File: src/rtl/lvl_intc_pkg.sv
package lvl_intc_pkg;
   localparam int unsigned BUS_W     = 32;
   localparam int unsigned ADDR_W    = 12;
   localparam logic [11:0] OFS_REV   = 12'h000;
   localparam logic [11:0] OFS_CFG   = 12'h010;
   localparam logic [11:0] OFS_STAT  = 12'h014;
   localparam logic [11:0] OFS_CODEN = 12'h040;
   localparam logic [11:0] OFS_CODEF = 12'h044;
   localparam logic [11:0] OFS_CTL   = 12'h048;
   localparam logic [11:0] OFS_PROT  = 12'h04C;
   localparam logic [11:0] OFS_IDLE  = 12'h050;
   localparam logic [11:0] OFS_LINE0 = 12'h100;

   typedef enum logic [2:0] {
      BK_RAW   = 3'd0,
      BK_MASK  = 3'd1,
      BK_MCLR  = 3'd2,
      BK_MSET  = 3'd3,
      BK_SSET  = 3'd4,
      BK_SCLR  = 3'd5,
      BK_PNORM = 3'd6,
      BK_PFAST = 3'd7
   } bank_reg_e;
endpackage

File: src/rtl/lvl_intc_bank.sv
module lvl_intc_bank #(
   parameter int unsigned LPB    = 32,
   parameter int unsigned PRIO_W = 6,
   parameter int unsigned LPB_W  = $clog2(LPB)
) (
   input  logic                       clk_i,
   input  logic                       rst_ni,
   input  logic                       srst_i,
   input  logic                       mask_wr_i,
   input  logic                       mclr_i,
   input  logic                       mset_i,
   input  logic                       sset_i,
   input  logic                       sclr_i,
   input  logic                       cfg_we_i,
   input  logic [LPB_W-1:0]           cfg_line_i,
   input  logic [31:0]                wdata_i,
   output logic [LPB-1:0]             mask_o,
   output logic [LPB-1:0]             sw_o,
   output logic [LPB-1:0]             steer_o,
   output logic [LPB-1:0][PRIO_W-1:0] prio_o
);
   logic [LPB-1:0]             mask_q, sw_q, steer_q;
   logic [LPB-1:0][PRIO_W-1:0] prio_q;
   logic [LPB-1:0]             wv;

   assign wv = wdata_i[LPB-1:0];

   always_ff @(posedge clk_i or negedge rst_ni) begin
      if (!rst_ni) begin
         mask_q  <= '1;
         sw_q    <= '0;
         steer_q <= '0;
         prio_q  <= '0;
      end else if (srst_i) begin
         mask_q  <= '1;
         sw_q    <= '0;
         steer_q <= '0;
         prio_q  <= '0;
      end else begin
         if (mask_wr_i)   mask_q <= wv;
         else if (mclr_i) mask_q <= mask_q & ~wv;
         else if (mset_i) mask_q <= mask_q | wv;
         if (sset_i)      sw_q   <= sw_q | wv;
         else if (sclr_i) sw_q   <= sw_q & ~wv;
         if (cfg_we_i) begin
            steer_q[cfg_line_i] <= wdata_i[0];
            prio_q[cfg_line_i]  <= wdata_i[2 +: PRIO_W];
         end
      end
   end

   assign mask_o  = mask_q;
   assign sw_o    = sw_q;
   assign steer_o = steer_q;
   assign prio_o  = prio_q;

   // a mask-set word leaves every written bit masked
   a_r2_mask_set: assert property (@(posedge clk_i) disable iff (!rst_ni)
      (mset_i && !srst_i && !mask_wr_i && !mclr_i) |=> ((mask_q & $past(wv)) == $past(wv)));

   // a software-clear word removes every written bit
   a_r3_sw_clear: assert property (@(posedge clk_i) disable iff (!rst_ni)
      (sclr_i && !sset_i && !srst_i) |=> ((sw_q & $past(wv)) == '0));
endmodule

File: src/rtl/lvl_intc_arb.sv
module lvl_intc_arb #(
   parameter int unsigned NUM_LINES = 96,
   parameter int unsigned PRIO_W    = 6,
   parameter int unsigned CODE_W    = $clog2(NUM_LINES)
) (
   input  logic                             clk_i,
   input  logic                             rst_ni,
   input  logic                             srst_i,
   input  logic [NUM_LINES-1:0]             cand_i,
   input  logic [NUM_LINES-1:0][PRIO_W-1:0] prio_i,
   input  logic                             gmask_i,
   input  logic                             rearm_i,
   output logic                             req_o,
   output logic [CODE_W-1:0]                code_o
);
   logic              req_q;
   logic [CODE_W-1:0] code_q, best_i;
   logic [PRIO_W-1:0] best_p;
   logic              hit;

   // smallest value wins; the later line wins a tie
   always_comb begin
      best_p = '1;
      best_i = '0;
      hit    = |cand_i;
      for (int i = 0; i < NUM_LINES; i++) begin
         if (cand_i[i] && (prio_i[i] <= best_p)) begin
            best_p = prio_i[i];
            best_i = CODE_W'(i);
         end
      end
   end

   // armed state is the complement of the request
   always_ff @(posedge clk_i or negedge rst_ni) begin
      if (!rst_ni) begin
         req_q  <= 1'b0;
         code_q <= '0;
      end else if (srst_i) begin
         req_q  <= 1'b0;
         code_q <= '0;
      end else if (rearm_i) begin
         req_q  <= 1'b0;
      end else if (!req_q && hit && !gmask_i) begin
         req_q  <= 1'b1;
         code_q <= best_i;
      end
   end

   assign req_o  = req_q;
   assign code_o = code_q;

   // a latched code names a real line
   a_r6_code_range: assert property (@(posedge clk_i) disable iff (!rst_ni)
      req_q |-> (code_q < CODE_W'(NUM_LINES)));

   // the latched line was a candidate one cycle earlier
   a_r6_winner_was_cand: assert property (@(posedge clk_i) disable iff (!rst_ni)
      $rose(req_q) |-> ((($past(cand_i) >> code_q) & NUM_LINES'(1)) != '0));

   // request and code hold until re-armed
   a_r7_hold: assert property (@(posedge clk_i) disable iff (!rst_ni)
      (req_q && !rearm_i && !srst_i) |=> (req_q && $stable(code_q)));

   // global mask prevents a new request
   a_r8_gmask_blocks: assert property (@(posedge clk_i) disable iff (!rst_ni)
      (gmask_i && !req_q) |=> !req_q);

   // soft reset drops the request
   a_r9_srst_drops: assert property (@(posedge clk_i) disable iff (!rst_ni)
      srst_i |=> !req_q);
endmodule

File: src/rtl/lvl_intc.sv
module lvl_intc
   import lvl_intc_pkg::*;
#(
   parameter int unsigned NUM_BANKS      = 3,
   parameter int unsigned LINES_PER_BANK = 32,
   parameter int unsigned PRIO_W         = 6,
   parameter logic [7:0]  REV_ID         = 8'h21
) (
   input  logic                                clk_i,
   input  logic                                rst_ni,
   input  logic [NUM_BANKS*LINES_PER_BANK-1:0] line_i,
   input  logic                                bus_wr_i,
   input  logic                                bus_rd_i,
   input  logic [11:0]                         bus_addr_i,
   input  logic [31:0]                         bus_wdata_i,
   output logic [31:0]                         bus_rdata_o,
   output logic                                norm_req_o,
   output logic                                fast_req_o
);
   localparam int unsigned LPB       = LINES_PER_BANK;
   localparam int unsigned NUM_LINES = NUM_BANKS * LPB;
   localparam int unsigned LPB_W     = $clog2(LPB);
   localparam int unsigned CODE_W    = $clog2(NUM_LINES);

   if (LPB != 32) begin : g_bad_lpb
      $error("lvl_intc: LINES_PER_BANK must equal the 32-bit word width");
   end
   if (NUM_BANKS < 1 || NUM_BANKS > 4) begin : g_bad_banks
      $error("lvl_intc: NUM_BANKS must lie in 1..4");
   end
   if (PRIO_W < 1 || PRIO_W > 6) begin : g_bad_prio
      $error("lvl_intc: PRIO_W must lie in 1..6");
   end

   logic [11:0]     waddr;
   logic            bank_ok, line_ok;
   logic [1:0]      bank_sel;
   bank_reg_e       bank_reg;
   logic [9:0]      line_idx;
   logic [CODE_W-1:0] line_sel;
   int unsigned     bbase;

   assign waddr    = {bus_addr_i[11:2], 2'b00};
   assign bank_sel = waddr[6:5];
   assign bank_reg = bank_reg_e'(waddr[4:2]);
   assign bank_ok  = (waddr[11:7] == 5'b00001) && (32'(bank_sel) < NUM_BANKS);
   assign line_idx = waddr[11:2] - 10'd64;
   assign line_ok  = (waddr >= OFS_LINE0) && (32'(line_idx) < NUM_LINES);
   assign line_sel = line_idx[CODE_W-1:0];
   assign bbase    = 32'(bank_sel) * LPB;

   logic srst, cfg_wr, ctl_wr;
   logic [1:0] rearm;
   assign cfg_wr   = bus_wr_i && (waddr == OFS_CFG);
   assign ctl_wr   = bus_wr_i && (waddr == OFS_CTL);
   assign srst     = cfg_wr && bus_wdata_i[1];
   assign rearm[0] = ctl_wr && bus_wdata_i[0];
   assign rearm[1] = ctl_wr && bus_wdata_i[1];

   logic       autoidle_q, gmask_q;
   logic [1:0] idle_q;
   always_ff @(posedge clk_i or negedge rst_ni) begin
      if (!rst_ni) begin
         autoidle_q <= 1'b0;
         gmask_q    <= 1'b0;
         idle_q     <= '0;
      end else if (srst) begin
         autoidle_q <= 1'b0;
         gmask_q    <= 1'b0;
         idle_q     <= '0;
      end else begin
         if (cfg_wr) autoidle_q <= bus_wdata_i[0];
         if (ctl_wr) gmask_q    <= bus_wdata_i[2];
         if (bus_wr_i && waddr == OFS_IDLE) idle_q <= bus_wdata_i[1:0];
      end
   end

   logic [NUM_LINES-1:0]             mask_all, sw_all, steer_all, pend_all;
   logic [NUM_LINES-1:0][PRIO_W-1:0] prio_all;

   for (genvar b = 0; b < NUM_BANKS; b++) begin : g_bank
      logic bk_hit, cfg_hit;
      assign bk_hit  = bus_wr_i && bank_ok && (bank_sel == 2'(b));
      assign cfg_hit = bus_wr_i && line_ok && (line_idx[9:LPB_W] == (10 - LPB_W)'(b));
      lvl_intc_bank #(.LPB(LPB), .PRIO_W(PRIO_W), .LPB_W(LPB_W)) u_bank (
         .clk_i      (clk_i),
         .rst_ni     (rst_ni),
         .srst_i     (srst),
         .mask_wr_i  (bk_hit && bank_reg == BK_MASK),
         .mclr_i     (bk_hit && bank_reg == BK_MCLR),
         .mset_i     (bk_hit && bank_reg == BK_MSET),
         .sset_i     (bk_hit && bank_reg == BK_SSET),
         .sclr_i     (bk_hit && bank_reg == BK_SCLR),
         .cfg_we_i   (cfg_hit),
         .cfg_line_i (line_idx[LPB_W-1:0]),
         .wdata_i    (bus_wdata_i),
         .mask_o     (mask_all[b*LPB +: LPB]),
         .sw_o       (sw_all[b*LPB +: LPB]),
         .steer_o    (steer_all[b*LPB +: LPB]),
         .prio_o     (prio_all[b*LPB +: LPB])
      );
   end

   assign pend_all = line_i | sw_all;

   logic [1:0]        req_w;
   logic [CODE_W-1:0] code_w [2];

   for (genvar c = 0; c < 2; c++) begin : g_cls
      logic [NUM_LINES-1:0] cand;
      assign cand = pend_all & ~mask_all & ((c == 1) ? steer_all : ~steer_all);
      lvl_intc_arb #(.NUM_LINES(NUM_LINES), .PRIO_W(PRIO_W), .CODE_W(CODE_W)) u_arb (
         .clk_i   (clk_i),
         .rst_ni  (rst_ni),
         .srst_i  (srst),
         .cand_i  (cand),
         .prio_i  (prio_all),
         .gmask_i (gmask_q),
         .rearm_i (rearm[c]),
         .req_o   (req_w[c]),
         .code_o  (code_w[c])
      );
   end

   assign norm_req_o = req_w[0];
   assign fast_req_o = req_w[1];

   logic [31:0] rd_val, rdata_q;
   always_comb begin
      rd_val = '0;
      if (bank_ok) begin
         unique case (bank_reg)
            BK_RAW:   rd_val = line_i[bbase +: LPB];
            BK_MASK:  rd_val = mask_all[bbase +: LPB];
            BK_SSET:  rd_val = sw_all[bbase +: LPB];
            BK_PNORM: rd_val = pend_all[bbase +: LPB] & ~mask_all[bbase +: LPB] & ~steer_all[bbase +: LPB];
            BK_PFAST: rd_val = pend_all[bbase +: LPB] & ~mask_all[bbase +: LPB] & steer_all[bbase +: LPB];
            default:  rd_val = '0;
         endcase
      end else if (line_ok) begin
         rd_val = (32'(prio_all[line_sel]) << 2) | 32'(steer_all[line_sel]);
      end else begin
         case (waddr)
            OFS_REV:   rd_val = 32'(REV_ID);
            OFS_CFG:   rd_val = 32'(autoidle_q);
            OFS_STAT:  rd_val = 32'd1;
            OFS_CODEN: rd_val = 32'(code_w[0]);
            OFS_CODEF: rd_val = 32'(code_w[1]);
            OFS_CTL:   rd_val = 32'(gmask_q) << 2;
            OFS_IDLE:  rd_val = 32'(idle_q);
            default:   rd_val = '0;
         endcase
      end
   end

   always_ff @(posedge clk_i or negedge rst_ni) begin
      if (!rst_ni)       rdata_q <= '0;
      else if (bus_rd_i) rdata_q <= rd_val;
   end
   assign bus_rdata_o = rdata_q;

   // soft reset releases the global mask and idle option
   a_r9_srst_clears: assert property (@(posedge clk_i) disable iff (!rst_ni)
      srst |=> (!gmask_q && !autoidle_q && idle_q == 2'b00));

   // a read returns the value decoded in the strobe cycle
   a_r1_read_latency: assert property (@(posedge clk_i) disable iff (!rst_ni)
      bus_rd_i |=> (bus_rdata_o == $past(rd_val)));
endmodule

File: config.mk
export PLATFORM = sky130hd
export DESIGN_NAME = lvl_intc
export DESIGN_NICKNAME = d
export VERILOG_FILES = /design/src/rtl/lvl_intc_pkg.sv /design/src/rtl/lvl_intc_bank.sv /design/src/rtl/lvl_intc_arb.sv /design/src/rtl/lvl_intc.sv
export SDC_FILE = /design/constraint.sdc
export NUM_CORES = 2
export LEC_CHECK = 0
export BUFFER_PORTS_ARGS = -buffer_cell sky130_fd_sc_hd__clkbuf_2
export CORE_MARGIN = 10
export CORE_UTILIZATION = 50
export CTS_BUF_LIST = sky130_fd_sc_hd__clkbuf_8
export DETAILED_ROUTE_END_ITERATION = 10
export PLACE_DENSITY = 0.67
export SLEW_MARGIN = 15
export SYNTH_ARGS = -nofsm -noshare
export SYNTH_HDL_FRONTEND = slang
export SYNTH_SLANG_ARGS = --single-unit
File: constraint.sdc
create_clock -name clk_i -period 349.2 [get_ports clk_i]
set_clock_uncertainty 0.2 [all_clocks]
set_input_delay 0 -clock clk_i [delete_from_list [all_inputs] [get_ports clk_i]]
set_output_delay 0 -clock clk_i [all_outputs]
set_load 0.1 [all_outputs]
# [Word-level counts from Yosys, hierarchy flattened]
# Cells that the tools add are included.
[totals] register_bits=916 latch_bits=0 ramBits=0 rom_bits=0 inputBits=144 output_inout_bits=34 word_cells=1065 n_memories=0
[op_classes] addsub=1 mul=0 div=0 n_lt_le_gt_ge=197 n_eq_ne=20 n_shift=5 muxes=449 n_bitwise=25 n_reduce_logical=255
[op_table] op="two-way mux 6 bit" count=256
[op_table] op="two-way mux 192 bit" count=6
[op_table] op="<= comparator 6 bit" count=190
[op_table] op="two-way mux 32 bit" count=28
[op_table] op="bitwise mux 192 bit" count=3
[op_table] op="two-way mux 7 bit" count=70
[op_table] op="variable part select 96 x 8 -> 32 bit" count=5
[op_table] op="bitwise AND 32 bit" count=9
[op_table] op="bitwise AND 96 bit" count=3
[op_table] op="logical AND 1 bit" count=228
[op_table] op="inverter 96 bit" count=2
[op_table] op="bitwise OR 32 bit" count=6
[op_table] op="OR reduction 96 bit" count=2
[op_table] op="two-way mux 5 bit" count=32
[op_table] op="case mux 32 bit (5 select lines)" count=1
[op_table] op="bitwise mux 32 bit" count=3
[op_table] op="inverter 32 bit" count=3
[op_table] op="bitwise OR 96 bit" count=1
[op_table] op="two-way mux 4 bit" count=16
[op_table] op="case mux 7 bit (7 select lines)" count=1
[op_table] op="binary-select mux 6 bit (select 7 bit)" count=1
[op_table] op="equality test 10 x 5 -> 1 bit (second input constant)" count=4
[op_table] op="demux 6 bit (select 5 bit)" count=1
[op_table] op="two-way mux 3 bit" count=8
[op_table] op="32 further kinds" count=73

# [Longest topological paths before layout]
[depth] depth_word=293 ltp_mapped=1010 mapped_depth_nobuf=956

# [Hierarchy]
# Synthesis repeated with hierarchy kept, for this count alone.
[unflattened] cells_unflattened=14404 hier_area_um2=121790.6
[modules_own_cells] module="lvl_intc_bank" instances=3 cells_per_inst=1095 area_per_inst_um2=13040.0
[modules_own_cells] module="lvl_intc_arb (g_cls[1].u_arb)" instances=1 cells_per_inst=4816 area_per_inst_um2=34783.4
[modules_own_cells] module="lvl_intc_arb (g_cls[0].u_arb)" instances=1 cells_per_inst=4701 area_per_inst_um2=34200.3
[modules_own_cells] module="lvl_intc" instances=1 cells_per_inst=1602 area_per_inst_um2=13686.9

# [Worst setup path after synthesis]
# No wires, ideal clock.
[synth_timing] kind="register -> register" from="register g_bank[0].u_bank.mask_q[0]" to="register g_cls[0].u_arb.code_q[3]" arrival_ps=164433 t_required_ps=348918 path_slack_ps=184485 path_stages_with_launch=859 n_path_buf=56 period_less_slack_ps=164715 cell_sequence="dfstp_2 o21bai_2 or2_2 nor2_1 ha_1 nand2_1 nor4_1 or4_1 a21oi_1 mux2_2 ha_1 inv_1 a21oi_1 or4_1 nand4_1 o221ai_2 nor2_1 a21oi_1 [... 823 more ...] o21a_1 o21a_1 o21ai_0 nand2b_1 a21oi_1 o21ai_1 mux2_2 ha_1 nor2b_1 o21a_1 o21a_1 o21ai_0 nand2b_1 a21oi_1 o21ai_0 and3_1 and3_1 a31oi_1"
[synth_via] elab_chain_len=293 word_cells_on_any_way=385 classes_between="order compare: 95; mux: 186; bitwise: 3; reduce/logical: 101"
[synth_rtl] item="start: declaration" line_no="lvl_intc_bank.sv:22" text="logic [LPB-1:0] mask_q, sw_q, steer_q;"
[synth_rtl] item="start signal: assignment" line_no="lvl_intc_bank.sv:40" text="if (mask_wr_i) mask_q <= wv;"
[synth_rtl] item="start signal: assignment" line_no="lvl_intc_bank.sv:41" text="else if (mclr_i) mask_q <= mask_q & ~wv;"
[synth_rtl] item="start signal: assignment" line_no="lvl_intc_bank.sv:42" text="else if (mset_i) mask_q <= mask_q | wv;"
[synth_rtl] item="inverter 96 bit (*)" line_no="lvl_intc.sv:111" text="assign cand = pend_all & ~mask_all & ((c == 1) ? steer_all : ~steer_all);"
[synth_rtl] item="bitwise AND 96 bit (*) (2 in a row)" line_no="lvl_intc.sv:111"
[synth_rtl] item="logical AND 1 bit" line_no="lvl_intc_arb.sv:27" text="if (cand_i[i] && (prio_i[i] <= best_p)) begin"
[synth_rtl] item="two-way mux 6 bit" line_no="lvl_intc_arb.sv:27"
[synth_rtl] item="<= comparator 6 bit" line_no="lvl_intc_arb.sv:27"
[synth_rtl] item="logical AND 1 bit" line_no="lvl_intc_arb.sv:27"
[synth_rtl] item="two-way mux 6 bit" line_no="lvl_intc_arb.sv:27"
[synth_rtl] item="<= comparator 6 bit" line_no="lvl_intc_arb.sv:27"
[synth_rtl] item="[... 276 more ...]"
[synth_rtl] item="logical AND 1 bit" line_no="lvl_intc_arb.sv:27"
[synth_rtl] item="two-way mux 6 bit" line_no="lvl_intc_arb.sv:27"
[synth_rtl] item="<= comparator 6 bit" line_no="lvl_intc_arb.sv:27"
[synth_rtl] item="logical AND 1 bit" line_no="lvl_intc_arb.sv:27"
[synth_rtl] item="two-way mux 7 bit" line_no="lvl_intc_arb.sv:27"
[synth_rtl] item="two-way mux 7 bit" line_no="lvl_intc_arb.sv:44" text="end else if (!req_q && hit && !gmask_i) begin"
[synth_rtl] item="two-way mux 7 bit" line_no="lvl_intc_arb.sv:42" text="end else if (rearm_i) begin"
[synth_rtl] item="two-way mux 7 bit" line_no="lvl_intc_arb.sv:39" text="end else if (srst_i) begin"
[synth_rtl] item="end signal: assignment" line_no="lvl_intc_arb.sv:46" text="code_q <= best_i;"
[synth_rtl] item="end: declaration" line_no="lvl_intc_arb.sv:17" text="logic [CODE_W-1:0] code_q, best_i;"
# Mark *: on every way between the ends. The rest lies on a longest branch, timed or not. The select of a mux whose other input is x is not followed.
# A chain may end at the register's enable or synchronous reset.

==> results summary <==
The run finished with clean final reports. The worst relative slew slack came out at about a tenth. The startpoint of the most critical register-to-register path is g_bank[0].u_bank.mask_o[0]. The maximum fanout along the worst path came out at 15. The HPWL after detailed placement came out at slightly below 400,000 um. The number of DRC violations after detailed routing came out at 0.

The post-synthesis net count came out at around 15,000. The number of instances in the synthesized netlist is 14,569. The finished cells cover 122,200 sq um. After floorplanning, the core was divided into between 150 and 200 placement rows. Wires add up to between 500,000 and 600,000 um. The mean post-synth cell area is 7.901 sq um. The wire length of the first global-routing pass is 764,600 um.

The synthesis-to-layout area growth is 6.118%. STA classifies the critical path startpoint as a flop. The maximum cell stage delay along the critical path came out at 1.00 ns.

The compound-cell area share of the yosys netlist is about a quarter. The number of enable-type register cells in the synthesized netlist is 0. Clock tree synthesis found a total of about 900 sinks. The slowest stage of the critical path is the nor4_1 cell. The final number of setup-violating endpoints came out at 0. The H-tree was split into 4 levels. The post-route worst setup slack is 145.46 ns. The count of cell types in the netlist is approximately 210. The synthesized netlist devotes between 20% and 30% of its cell area to simple gates.

The initial antenna violation count came out at 53. Leaving out fill and tap cells, the most frequent cell in the layout is nand2_1. TritonCTS built the clock tree. The critical path endpoint category is a flop. The CTS clock-pin slew for the worst setup and hold paths came out at ~0.06 ns. The share of flip-flops with an asynchronous set or reset is 100.0%. The final setup TNS is 0 ns. The number of I/O pins came out at around 180. The proportion of layout cells with a drive suffix above 1 is between 10% and 20%.

The post-cts resize count came out at 0. The mapped netlist covers 115,100 sq um. The number of maximum-capacitance constraint violations is 0.

The final global-route overflow total is 0. The pre-antenna-repair detailed-routing pass consisted of 7 iterations. Sequential cells were found to cover between 20 and 25% of the synthesized design area.

For this run, the leading register cell type out of synthesis is dfrtp_1. The initial utilization of the core area, before any placement, comes to 50.17%. The final instance count without filler cells is about 18,000. The worst setup slack after placement came out at about 150 ns.

The dominant combinational cell family by area after synthesis is compound AO/OA/AOI/OAI gates. The total count of max-transition violations in the final report is 0. The floorplan step defined a die boundary enclosing between 200,000 and 250,000 sq um. The required time of the worst setup path is approximately 350 ns. The worst-skew pair later-pin latency came out at 1.00 ns.

The number of hold-repair buffers added at the cts stage is 203. The number of instances in the placed design is 17,121. The critical path is of the flop to flop type.

The die outline width is between 400 and 500 um. The total routing usage reported by global routing came out at 40.33%. At the end of routability-driven placement, the weighted congestion stood at 1.049. The number of hold violations in the final report is 0. The post-CTS setup buffer count came out at 0. In the final design database the tool counted 15,383 nets. The post-route clock period utilization came out at between 50% and 60%. The tree is rooted in a clkbuf_8. The end of the worst register-to-register path is g_cls[0].u_arb.code_o[5]. The warning count from the yosys run is 0. After synthesis, the share of cell area in mux cells is 12.78%.

Based on the critical path, the design can be clocked at up to slightly below 0.005 GHz. Synthesis inferred 916 register bits. The via count of the first global-routing pass came to between 100k and 150k. The adder-cell share of the synthesized area is between 8 and 9%. Dividing the detail-routed via count by the number of cells gives 6.840.

The worst setup slack for register-to-register paths is 145.46 ns. For the pin with the worst max-slew slack, the measured transition is 1.344 ns. Among the stages of the critical path, the cell type that occurs most often is ha_1. The endpoint arrival time on the critical path is a little over 200 ns. The count of buffers from port buffering came out at about 180. The number of nets with antenna violations after routing is 0.

Setup repair after global routing left no endpoint under its margin. The minimum clock period after layout came out at 203.74 ns. The total CTS buffers came out at around 170.

The area of placed instances is about 120,000 sq um. The worst reg2reg path depth came out at approximately 800. The path category of the worst min-delay check is primary input to asynchronous set/reset pin.

Dividing the detail-routed wire length by the instance count gives between 20 and 30 um. The total area inside the core boundary comes to roughly 230,000 sq um. The post-synthesis share of cell area spent on xor and xnor gates is 2.533%. The floorplan step set the die height to about 500 um. The number of buffers between clock root and the deepest sink came out at 3. The maximum number of pins on one net before global-route repair is approximately 170. The total number of vias came out at between 100k and 150k.

The violation count after the first detailed-route iteration is between 15,000 and 20,000. In the layout the commonest cells are 1,708 x nand2_1, 1,474 x nor2_1, 1,008 x o21ai_0.
[flip-flops by register name, summed over array words and instances, names as in the netlist]
register / cells
g_bank.u_bank.prio_o: 576
bus_rdata_o: 32
g_bank.u_bank.mask_o: 96
g_cls.u_arb.req_o: 2
g_bank.u_bank.steer_o: 96
autoidle_q: 1
idle_q: 2
g_bank.u_bank.sw_o: 96
gmask_q: 1
g_cls.u_arb.code_o: 14
[final cells by class]
| cell class | count | area [sq um] |
|---|---|---|
| multi-input combinational | 12025 | 83740 |
| tap | 3026 | 3786 |
| fill | 22473 | 107300 |
| sequential | 916 | 23040 |
| antenna | 33 | 82.58 |
| inverter | 773 | 2918 |
| clock inverter | 118 | 978.4 |
| timing repair buffer | 584 | 4737 |
| clock buffer | 208 | 2863 |
[critical path, delay by kind of cell, from the launching register on]
family | cells | cell delay, ns
buffers and inverters | 36 | 2.94
muxes | 57 | 18.06
AOI/OAI and AO/OA | 402 | 102.64
adders and majority gates | 123 | 38.27
and+or+nand+nor | 272 | 60.79
DFF | 1 | 0.66
[metrics by stage]
step	hold slack [ns]	util (%)
detailed placement	-0.1521	50.59
global placement	-0.1554	50.59
floorplan	-0.4956	-
finish	0.03835	53.23
global route	0.08307	53.21
CTS	0.003933	53.19
[synthesized netlist by cell type, drive strengths merged, types with 69 or more instances]
library cell  number  share of area [%]
mux4             218                4.3
nor3             355                1.7
dfstp             96                2.2
a221oi            73               0.61
a22o             125               0.95
and3             131               0.76
dfrtp            820                 18
clkbuf           645                3.5
o21ai           1110                4.9
buf              198                1.2
nand4            217                1.2
or3              143               0.83
mux2             162                1.7
o2111ai           69               0.58
and2             153               0.90
nand2b           105               0.57
nor4             116               0.69
a21o             183                1.2
o21a             124               0.83
a21oi           1007                4.5
or2              131               0.72
xnor2            280                2.1
a211oi           141                1.1
inv              766                2.5
a31oi            145               0.88
nor2b             74               0.40
o211ai           155                1.1
ha               765                8.3
o31ai            134               0.95
nand3            610                2.7
nor2            1505                5.0
nand2           1731                5.7
mux2i            773                6.8
o22ai             89               0.53
[per-layer routing]
layer | vias to the layer above | global-route usage, % | part of all wire (%)
li1 | 53741 | - | -
met5 | - | 0.1903 | 0.073
met1 | 58217 | 51.50 | 39
met4 | 52 | 27.66 | 8.5
met2 | 7203 | 58.26 | 41
met3 | 1739 | 12.03 | 12
[cell families after synthesis]
group,Yosys count
XOR/XNOR,332
adder cells (fa/ha/maj),825
flip-flops,916
AO/OA/AOI/OAI,4144
multiplexers,1153
AND/OR/NAND/NOR,5571
buffers and inverters,1628
[how the worst max path moves through the flow]
stage                                    start                        to  depth (start not counted)
global route        g_bank[0].u_bank.mask_o[0]  g_cls[0].u_arb.code_o[5]                        885
CTS                 g_bank[0].u_bank.mask_o[0]  g_cls[0].u_arb.code_o[5]                        889
finish              g_bank[0].u_bank.mask_o[0]  g_cls[0].u_arb.code_o[5]                        890
global placement    g_bank[0].u_bank.mask_o[0]  g_cls[0].u_arb.code_o[5]                       1165
detailed placement  g_bank[0].u_bank.mask_o[0]  g_cls[0].u_arb.code_o[5]                        921
floorplan           g_bank[0].u_bank.mask_o[0]  g_cls[0].u_arb.code_o[3]                       1173
Power is not shown: default switching activity piles up to over one toggle a cycle in this logic, so the estimate is an artifact.
